===== config.mk =====
export PLATFORM = sky130hd
export DESIGN_NAME = pgw_xlate
export DESIGN_NICKNAME = d
export VERILOG_FILES = /design/src/rtl/pgw_pkg.sv /design/src/rtl/pgw_cfg_regs.sv /design/src/rtl/pgw_addr_gen.sv /design/src/rtl/pgw_pte_eval.sv /design/src/rtl/pgw_xlate.sv
export SDC_FILE = /design/constraint.sdc
export NUM_CORES = 1
export LEC_CHECK = 0
export ABC_AREA = 1
export BUFFER_PORTS_ARGS = -buffer_cell sky130_fd_sc_hd__buf_2
export CORE_ASPECT_RATIO = 0.8
export CORE_UTILIZATION = 55
export DETAILED_ROUTE_END_ITERATION = 7
export PLACE_DENSITY = 0.8
export SYNTH_ARGS = -nofsm -noshare
export SYNTH_HDL_FRONTEND = slang
export SYNTH_HIERARCHICAL = 1
export SYNTH_SLANG_ARGS = --single-unit

===== constraint.sdc =====
create_clock -name clk -period 5.6 [get_ports clk]
set_input_delay 1.12 -clock clk [delete_from_list [all_inputs] [get_ports clk]]
set_output_delay 1.12 -clock clk [all_outputs]
set_load 0.005 [all_outputs]

===== src/rtl/pgw_pkg.sv =====
package pgw_pkg;

   typedef enum logic [1:0] {
      FLT_NONE    = 2'd0,
      FLT_RANGE   = 2'd1,
      FLT_ABSENT  = 2'd2,
      FLT_WDENIED = 2'd3
   } pgw_fault_e;

   typedef enum logic [2:0] {
      ST_IDLE,
      ST_FETCH,
      ST_EVAL,
      ST_WBACK,
      ST_RESP
   } pgw_state_e;

   localparam int FLAG_PRESENT  = 0;
   localparam int FLAG_WRITABLE = 1;
   localparam int FLAG_ACCESSED = 2;
   localparam int FLAG_MODIFIED = 3;
   localparam int FLAG_COUNT    = 4;

endpackage


===== src/rtl/pgw_cfg_regs.sv =====
module pgw_cfg_regs #(
   parameter int PA_W  = 32,
   parameter int LEN_W = 12
) (
   input  logic             clk,
   input  logic             rst_n,
   input  logic             cfg_we,
   input  logic [PA_W-1:0]  cfg_base,
   input  logic [LEN_W-1:0] cfg_len,
   input  logic             cfg_en,
   output logic [PA_W-1:0]  base_q,
   output logic [LEN_W-1:0] len_q,
   output logic             en_q
);

   always_ff @(posedge clk) begin
      if (!rst_n) begin
         base_q <= '0;
         len_q  <= '0;
         en_q   <= 1'b0;
      end else if (cfg_we) begin
         base_q <= cfg_base;
         len_q  <= cfg_len;
         en_q   <= cfg_en;
      end
   end

endmodule


===== src/rtl/pgw_addr_gen.sv =====
module pgw_addr_gen #(
   parameter int VA_W      = 24,
   parameter int OFF_W     = 13,
   parameter int PA_W      = 32,
   parameter int WORD_W    = 32,
   parameter bit LEN_CHECK = 1'b1
) (
   input  logic [VA_W-1:0]        vaddr,
   input  logic [PA_W-1:0]        base,
   input  logic [VA_W-OFF_W:0]    len,
   output logic                   in_range,
   output logic [PA_W-1:0]        ent_addr
);

   localparam int PN_W   = VA_W - OFF_W;
   localparam int ENT_LG = $clog2(WORD_W / 8);

   logic [PN_W-1:0] pn;
   logic [PA_W-1:0] pn_ext;

   assign pn       = vaddr[VA_W-1:OFF_W];
   assign pn_ext   = {{(PA_W-PN_W){1'b0}}, pn};
   assign ent_addr = base + (pn_ext << ENT_LG);

   generate
      if (LEN_CHECK) begin : g_bounded
         assign in_range = ({1'b0, pn} < len);
      end else begin : g_unbounded
         logic unused_len;
         assign unused_len = ^len;
         assign in_range   = 1'b1;
      end
   endgenerate

endmodule


===== src/rtl/pgw_pte_eval.sv =====
module pgw_pte_eval
   import pgw_pkg::*;
#(
   parameter int OFF_W  = 13,
   parameter int PA_W   = 32,
   parameter int WORD_W = 32
) (
   input  logic [WORD_W-1:0] pte,
   input  logic [OFF_W-1:0]  offset,
   input  logic              is_write,
   output pgw_fault_e        fault,
   output logic              needs_wb,
   output logic [WORD_W-1:0] new_pte,
   output logic [PA_W-1:0]   paddr
);

   localparam int FRAME_W = PA_W - OFF_W;

   logic [FRAME_W-1:0] frame;
   logic               set_acc;
   logic               set_mod;
   logic [WORD_W-1:0]  set_mask;

   assign frame = pte[WORD_W-1 -: FRAME_W];
   assign paddr = {frame, offset};

   always_comb begin
      if (!pte[FLAG_PRESENT])
         fault = FLT_ABSENT;
      else if (is_write && !pte[FLAG_WRITABLE])
         fault = FLT_WDENIED;
      else
         fault = FLT_NONE;
   end

   assign set_acc  = !pte[FLAG_ACCESSED];
   assign set_mod  = is_write && !pte[FLAG_MODIFIED];
   assign needs_wb = set_acc || set_mod;

   always_comb begin
      set_mask = '0;
      set_mask[FLAG_ACCESSED] = 1'b1;
      set_mask[FLAG_MODIFIED] = is_write;
   end

   assign new_pte = pte | set_mask;

endmodule


===== src/rtl/pgw_xlate.sv =====
module pgw_xlate
   import pgw_pkg::*;
#(
   parameter int VA_W      = 24,
   parameter int OFF_W     = 13,
   parameter int PA_W      = 32,
   parameter int WORD_W    = 32,
   parameter bit LEN_CHECK = 1'b1
) (
   input  logic                   clk,
   input  logic                   rst_n,
   input  logic                   cfg_we,
   input  logic [PA_W-1:0]        cfg_tbl_base,
   input  logic [VA_W-OFF_W:0]    cfg_tbl_len,
   input  logic                   cfg_xlat_en,
   input  logic                   req_valid,
   input  logic                   req_write,
   input  logic [VA_W-1:0]        req_vaddr,
   output logic                   req_ready,
   output logic                   rsp_valid,
   output logic [1:0]             rsp_fault,
   output logic [PA_W-1:0]        rsp_paddr,
   output logic                   mem_req,
   output logic                   mem_we,
   output logic [PA_W-1:0]        mem_addr,
   output logic [WORD_W-1:0]      mem_wdata,
   input  logic                   mem_ack,
   input  logic [WORD_W-1:0]      mem_rdata
);

   localparam int PN_W    = VA_W - OFF_W;
   localparam int LEN_W   = PN_W + 1;
   localparam int FRAME_W = PA_W - OFF_W;

   initial begin
      assert (PA_W >= VA_W) else $fatal(1, "physical width below virtual width");
      assert (PA_W > PN_W) else $fatal(1, "physical width too small for page index");
      assert (WORD_W >= FRAME_W + FLAG_COUNT) else $fatal(1, "entry word too narrow");
      assert (WORD_W % 8 == 0) else $fatal(1, "entry word not whole bytes");
      assert (OFF_W > 0 && PN_W > 0) else $fatal(1, "bad address split");
   end

   logic [PA_W-1:0]   base_q;
   logic [LEN_W-1:0]  len_q;
   logic              en_q;

   pgw_cfg_regs #(.PA_W(PA_W), .LEN_W(LEN_W)) u_cfg (
      .clk      (clk),
      .rst_n    (rst_n),
      .cfg_we   (cfg_we),
      .cfg_base (cfg_tbl_base),
      .cfg_len  (cfg_tbl_len),
      .cfg_en   (cfg_xlat_en),
      .base_q   (base_q),
      .len_q    (len_q),
      .en_q     (en_q)
   );

   logic              in_range;
   logic [PA_W-1:0]   ent_addr;

   pgw_addr_gen #(
      .VA_W(VA_W), .OFF_W(OFF_W), .PA_W(PA_W), .WORD_W(WORD_W), .LEN_CHECK(LEN_CHECK)
   ) u_agen (
      .vaddr    (req_vaddr),
      .base     (base_q),
      .len      (len_q),
      .in_range (in_range),
      .ent_addr (ent_addr)
   );

   pgw_state_e        state;
   logic [VA_W-1:0]   va_q;
   logic              wr_q;
   logic              xl_on_q;
   logic [PA_W-1:0]   ent_addr_q;
   logic [WORD_W-1:0] pte_q;
   logic [WORD_W-1:0] wdata_q;
   pgw_fault_e        fault_q;
   logic [PA_W-1:0]   paddr_q;

   pgw_fault_e        ev_fault;
   logic              ev_wb;
   logic [WORD_W-1:0] ev_pte;
   logic [PA_W-1:0]   ev_paddr;

   pgw_pte_eval #(.OFF_W(OFF_W), .PA_W(PA_W), .WORD_W(WORD_W)) u_eval (
      .pte      (pte_q),
      .offset   (va_q[OFF_W-1:0]),
      .is_write (wr_q),
      .fault    (ev_fault),
      .needs_wb (ev_wb),
      .new_pte  (ev_pte),
      .paddr    (ev_paddr)
   );

   logic [PA_W-1:0] pass_addr;

   generate
      if (PA_W > VA_W) begin : g_pass_ext
         assign pass_addr = {{(PA_W-VA_W){1'b0}}, req_vaddr};
      end else begin : g_pass_eq
         assign pass_addr = req_vaddr;
      end
   endgenerate

   always_ff @(posedge clk) begin
      if (!rst_n) begin
         state      <= ST_IDLE;
         va_q       <= '0;
         wr_q       <= 1'b0;
         xl_on_q    <= 1'b0;
         ent_addr_q <= '0;
         pte_q      <= '0;
         wdata_q    <= '0;
         fault_q    <= FLT_NONE;
         paddr_q    <= '0;
      end else begin
         case (state)
            ST_IDLE: begin
               if (req_valid) begin
                  va_q    <= req_vaddr;
                  wr_q    <= req_write;
                  xl_on_q <= en_q;
                  if (!en_q) begin
                     paddr_q <= pass_addr;
                     fault_q <= FLT_NONE;
                     state   <= ST_RESP;
                  end else if (!in_range) begin
                     paddr_q <= '0;
                     fault_q <= FLT_RANGE;
                     state   <= ST_RESP;
                  end else begin
                     ent_addr_q <= ent_addr;
                     state      <= ST_FETCH;
                  end
               end
            end
            ST_FETCH: begin
               if (mem_ack) begin
                  pte_q <= mem_rdata;
                  state <= ST_EVAL;
               end
            end
            ST_EVAL: begin
               fault_q <= ev_fault;
               wdata_q <= ev_pte;
               if (ev_fault == FLT_NONE) begin
                  paddr_q <= ev_paddr;
                  state   <= ev_wb ? ST_WBACK : ST_RESP;
               end else begin
                  paddr_q <= '0;
                  state   <= ST_RESP;
               end
            end
            ST_WBACK: begin
               if (mem_ack)
                  state <= ST_RESP;
            end
            ST_RESP: begin
               state <= ST_IDLE;
            end
            default: state <= ST_IDLE;
         endcase
      end
   end

   assign req_ready = (state == ST_IDLE);
   assign rsp_valid = (state == ST_RESP);
   assign rsp_fault = fault_q;
   assign rsp_paddr = paddr_q;
   assign mem_req   = (state == ST_FETCH) || (state == ST_WBACK);
   assign mem_we    = (state == ST_WBACK);
   assign mem_addr  = ent_addr_q;
   assign mem_wdata = wdata_q;

endmodule


Yosys cells after proc, flatten, opt, wreduce, memory -nomap -nowiden
Index checks and enable logic that the tools add are counted.

Register bits after elaboration: 192. Output and inout bits: 102. Logic and storage cells: 56.

Add/sub/neg operators: 1. $lt $le $gt $ge: 1. Equal/unequal tests: 8. Muxes and demuxes: 19. Bitwise operators: 1. Reductions and logical operators: 15.

Operators with widths (count): 2-to-1 mux 32 bit (4); case mux 32 bit (2 select lines) (1); adder 32 x 13 -> 32 bit (1); OR 32 x 4 -> 32 bit (1); 2-to-1 mux 3 bit (7); < comparator 11 x 12 -> 1 bit (1); case mux 3 bit (4 select lines) (1); 2-to-1 mux 2 bit (5); == test 3 x 2 -> 1 bit, second input constant (2); AND reduction 3 bit (2); inequality test 2 bit, second input constant (2); case mux 2 bit (2 select lines) (1); AND reduction 2 bit (2); AND reduction 4 bit (1); == test 3 x 1 -> 1 bit, second input constant (1); == test 3 bit, second input constant (1); zero test 1 bit (3); zero test 3 bit (1); inequality test 3 bit, second input constant (1); logical AND 1 bit (2); zero test 2 bit (1); logical OR 1 bit (2); inequality test 2 x 1 -> 1 bit, second input constant (1); nonzero test 2 bit (1).

Longest topological paths before layout
Depth after elaboration: 7. Depth in mapped cells: 17. Depth with buffers taken out: 16.

Hierarchy
Netlist, hierarchy kept.

By module, submodules not included: pgw_xlate (instances 1, cells an instance 837, area an instance 5967.0 um^2, seq. area each 2942.8 um^2); pgw_cfg_regs (instances 1, cells an instance 285, area an instance 1880.6 um^2, seq. area each 900.9 um^2); pgw_addr_gen (instances 1, cells an instance 344, area an instance 1737.9 um^2, seq. area each 0.0 um^2); pgw_pte_eval (instances 1, cells an instance 73, area an instance 513.0 um^2, seq. area each 0.0 um^2).

Least setup slack after synthesis
OpenSTA, ideal clock, no wires.

Path kind: input port to flip-flop. Start point: input port req_vaddr[22]. End point: register fault_q[0] (netlist: rsp_fault[0]). Library setup time: 0.113 ns. Data arrival time: 2.595 ns. Required time: 5.487 ns. Slack: 2.892 ns. Stages on the path: 13. Path buffers: 1. Path through: ha_1 > a21o_1 > a21oi_1 > o21ai_0 > a21oi_1 > nand2_1 > inv_2 > nand3_1 > nand3_1 > buf_2 > nand2_1 > nand2_1 > nor2_1.

Word-level cells in the longest chain between the ends: 3.

Ends and longest elaborated chain: start, declared (line pgw_xlate.sv:18) `input logic [VA_W-1:0] req_vaddr,`; < comparator 11 x 12 -> 1 bit (line pgw_addr_gen.sv:27) `assign in_range = ({1'b0, pn} < len);`; net in_range (line pgw_xlate.sv:59) `logic in_range;`; inequality test 3 bit (no line); AND reduction 3 bit (no line); end signal, assigned (line pgw_xlate.sv:146) `fault_q <= ev_fault;`; end, declared (line pgw_xlate.sv:79) `pgw_fault_e fault_q;`.

The timed path passes the listed nets, and every way through them passes these cells. A chain may end at the register's enable or synchronous reset.

Final worst setup path
Start point: input port req_vaddr[20]. End point: register ent_addr_q[9] (netlist: mem_addr[9]).

Word-level cells in the longest chain between the ends: 2.

Ends and longest elaborated chain: < comparator 11 x 12 -> 1 bit (line pgw_addr_gen.sv:27); net in_range (line pgw_xlate.sv:59); AND reduction 4 bit (no line); end signal, assigned (line pgw_xlate.sv:134) `ent_addr_q <= ent_addr;`; end, declared (line pgw_xlate.sv:76) `logic [PA_W-1:0] ent_addr_q;`.

The timed path passes the listed nets, and every way through them passes these cells.

==> results_dict.tcl <==
set metrics [dict create \
    cellLeakagePower_uw 0.005700 \
    postRouteAntennaNets 0 \
    synth-seq-area-share_pct 38.06 \
    dpl_cell_area_sq_um 10560 \
    h-tree-depth 4 \
    finalCritPeriodShare_pct 65.72 \
    synth_top_area_share_pct 38.06 \
    fin_crit_ns 3.681 \
    regToRegEndpoint "mem_addr[9]" \
    status "finished, final reports clean" \
    finalSetupViolCount 0 \
    maxCapViolCount 0 \
    clock_latency_ns 0.43 \
    netlist_area_sq_um 10100 \
    fin_ws_ns 1.919 \
    num_vias 9460 \
    min_from "pte_q[8]" \
    synthArstFlopShare_pct 0 \
    rsz0062_at_grt "false" \
    drt-initial-drc-count 792 \
    synth_top_flop_cell "dfxtp_1" \
    layout_common_cells "381 x nand2_1, 251 x nor2_1, 207 x buf_2" \
    synth_area_leader_cell "dfxtp_1" \
    worstHoldEndpoint "pte_q[8]" \
    end_kind "flop" \
    antenna_found_initial 3 \
    crit_chain "buf_2, ha_1, a21oi_1, o21ai_0, nand2_1, o21ai_0, a21oi_1, nand2_1, inv_2, nand3_1, nand2_1, a21oi_1" \
    dieArea_sq_um 18910 \
    path_buf_inv 2 \
    post_cts_resized 0 \
    synth-seq-cells 192 \
    syn_to_final_growth_pct 10.64 \
    clock_skew_ns 0.01185 \
    grt_pass1_wl_um 40790 \
    layout_commonest_cell "nand2_1" \
    stdcell_count 1866 \
    cts.path.max_buffers 2 \
    report.final.slew_viol_count 0 \
    ir_drop_uv 172.5 \
    synthCells 1539 \
    cts_hold_buffers 0 \
    synthTopCellsByArea "dfxtp_1 38%, nand2_1 14%, nor2_1 9.3%" \
    overflow 0 \
    r2r_cells 12 \
    first_pass_iters 5 \
    syn_area_per_cell_sq_um 6.562 \
    placementRows 43 \
    postCtsSetupRepairBufs 0 \
    yosys_warnings 6 \
    gp_congestion 0.9301 \
    wl_per_cell_um 13.66 \
    grt_pass1_vias 8014 \
    hold_viol 0 \
    initial_utilization_pct 57.22 \
    timing_worst_slew_pin_value_ns 1.122 \
    cts.clk_slew.worst_paths_ns 0.07 \
    power_density_nw_per_um2 299.3 \
    final_area_sq_um 11170 \
    track_usage_pct 27.25 \
    die_x_um 153.5 \
    io_pins 209 \
    dp_hpwl_um 18360 \
    synthDistinctLibCells 33 \
    critPathSlowestCell "nand3_1" \
    fmax_mhz 271.7 \
    r2r_slack_ns 2.35 \
    layout.nets 1755 \
    cp_max_fo 35 \
    worstPathRequired_ns 5.90 \
    dp.cells 1832 \
    cts_buffers 17 \
    grt_max_degree 91 \
    max_stage_delay_ns 0.92 \
    critPathLaunchType "primary input" \
    hold_depth 2 \
    synth_edf_count 0 \
    core_area_sq_um 17650 \
    path_class "primary input to flop" \
    place_ws_ns 1.495 \
    drt_wl_total_um 25490 \
    drive_above_1_share_pct 16.53 \
    vias_per_cell 5.070 \
    synthesis.nets 1668 \
    critPathArrivalTime_ns 3.98 \
    fin_setup_tns_ns 0 \
    cts_root_buf "clkbuf_16" \
    drc_errors 0 \
    portBuffers 208 \
    slew_headroom_pct 24.98 \
    hold_path.class "flop to flop" \
    cts_tree "built" \
    r2r-start "u_cfg/len_q[7]" \
    die_h_um 123.2 \
    cts.sinks 192 \
    cp_top_family "simple AND/OR/NAND/NOR gates" \
]
[stage by stage]
stage | hold WS, ns | util (%) | total power, uW
2_1_floorplan | 0.4238 | - | 1946
3_3_place_gp | 0.4294 | 59.81 | 2096
3_5_place_dp | 0.4340 | 59.81 | 2112
4_1_cts | 0.4453 | 63.29 | 3359
5_1_grt | 0.4620 | 63.32 | 3512
6_report | 0.4421 | 63.32 | 3345
[state kept, by name (all words and copies together) (netlist names)]
| signal | flops |
|---|---|
| mem_addr | 32 |
| mem_wdata | 32 |
| pte_q | 32 |
| rsp_fault | 2 |
| rsp_paddr | 32 |
| state | 3 |
| u_cfg/base_q | 32 |
| u_cfg/en_q | 1 |
| u_cfg/len_q | 12 |
| va_q | 13 |
| wr_q | 1 |
[synthesized netlist by cell type (all sizes together) (4+ instances only)]
| cell type | count |
|---|---|
| nor2 | 261 |
| nand3b | 4 |
| nand4 | 32 |
| xor2 | 12 |
| o21ai | 70 |
| nand2 | 386 |
| inv | 197 |
| clkbuf | 30 |
| nand3 | 116 |
| nor3 | 8 |
| ha | 21 |
| a21oi | 89 |
| dfxtp | 192 |
| buf | 114 |
[layout make-up]
cell class              count  area (sq um)
clock inverters            13         170.2
flip-flops and latches    192          3844
fillers                  1714          6474
well taps                 225         281.5
repair buffers            212          1074
diodes                      2         5.005
multi-input cells        1006          4617
inverters                 197         739.5
clock buffers              19         442.9
[power breakdown]
| group | switching (uW) | leakage [uW] | internal, uW |
|---|---|---|---|
| Clock | 563 | 0.000297 | 691 |
| Combinational | 364 | 0.00383 | 208 |
| Sequential | 64.2 | 0.00157 | 1450 |
| Total | 991 | 0.00570 | 2350 |
[how the worst max path moves through the flow]
stage | from | endpoint | slack (ns) | cells after the start
floorplan | req_vaddr[22] | rsp_fault[0] | 2.89 | 13
global route | req_vaddr[23] | mem_addr[8] | 1.66 | 14
finish | req_vaddr[20] | mem_addr[9] | 1.92 | 12
CTS | req_vaddr[20] | mem_addr[27] | 1.95 | 12
global placement | req_vaddr[23] | mem_addr[1] | 1.58 | 14
detailed placement | req_vaddr[20] | mem_addr[31] | 1.49 | 12
[per-layer routing]
metal	part of all wire [%]	vias to the layer above	global-route usage (%)
met1	49	4206	40.93
met2	42	357	39.29
met5	0.051	-	0
li1	-	4868	-
met4	0.97	2	6.875
met3	8.0	27	5.678
[cells by family (layout without fill, tap and decap cells)]
| kind of cell | count (synthesis) | count (layout) | synth area share, % |
|---|---|---|---|
| flops | 192 | 192 | 38.06 |
| xor+xnor | 13 | 13 | 1.128 |
| simple gates | 809 | 809 | 33.55 |
| compound gates | 161 | 161 | 8.029 |
| other cells | 1 | 3 | 0.03713 |
| buf+inv | 341 | 441 | 16.39 |
| fa+ha+maj | 22 | 22 | 2.800 |
[worst register-to-register path, delay by kind of cell (launching register included)]
kind	cells	cell delay, ns
adder cells (fa/ha/maj)	1	0.29
flip-flops	1	0.35
AO/OA/AOI/OAI	5	0.58
buffers and inverters	2	0.49
AND/OR/NAND/NOR	4	1.40
No activity file was read; power rests on OpenSTA's default activity.
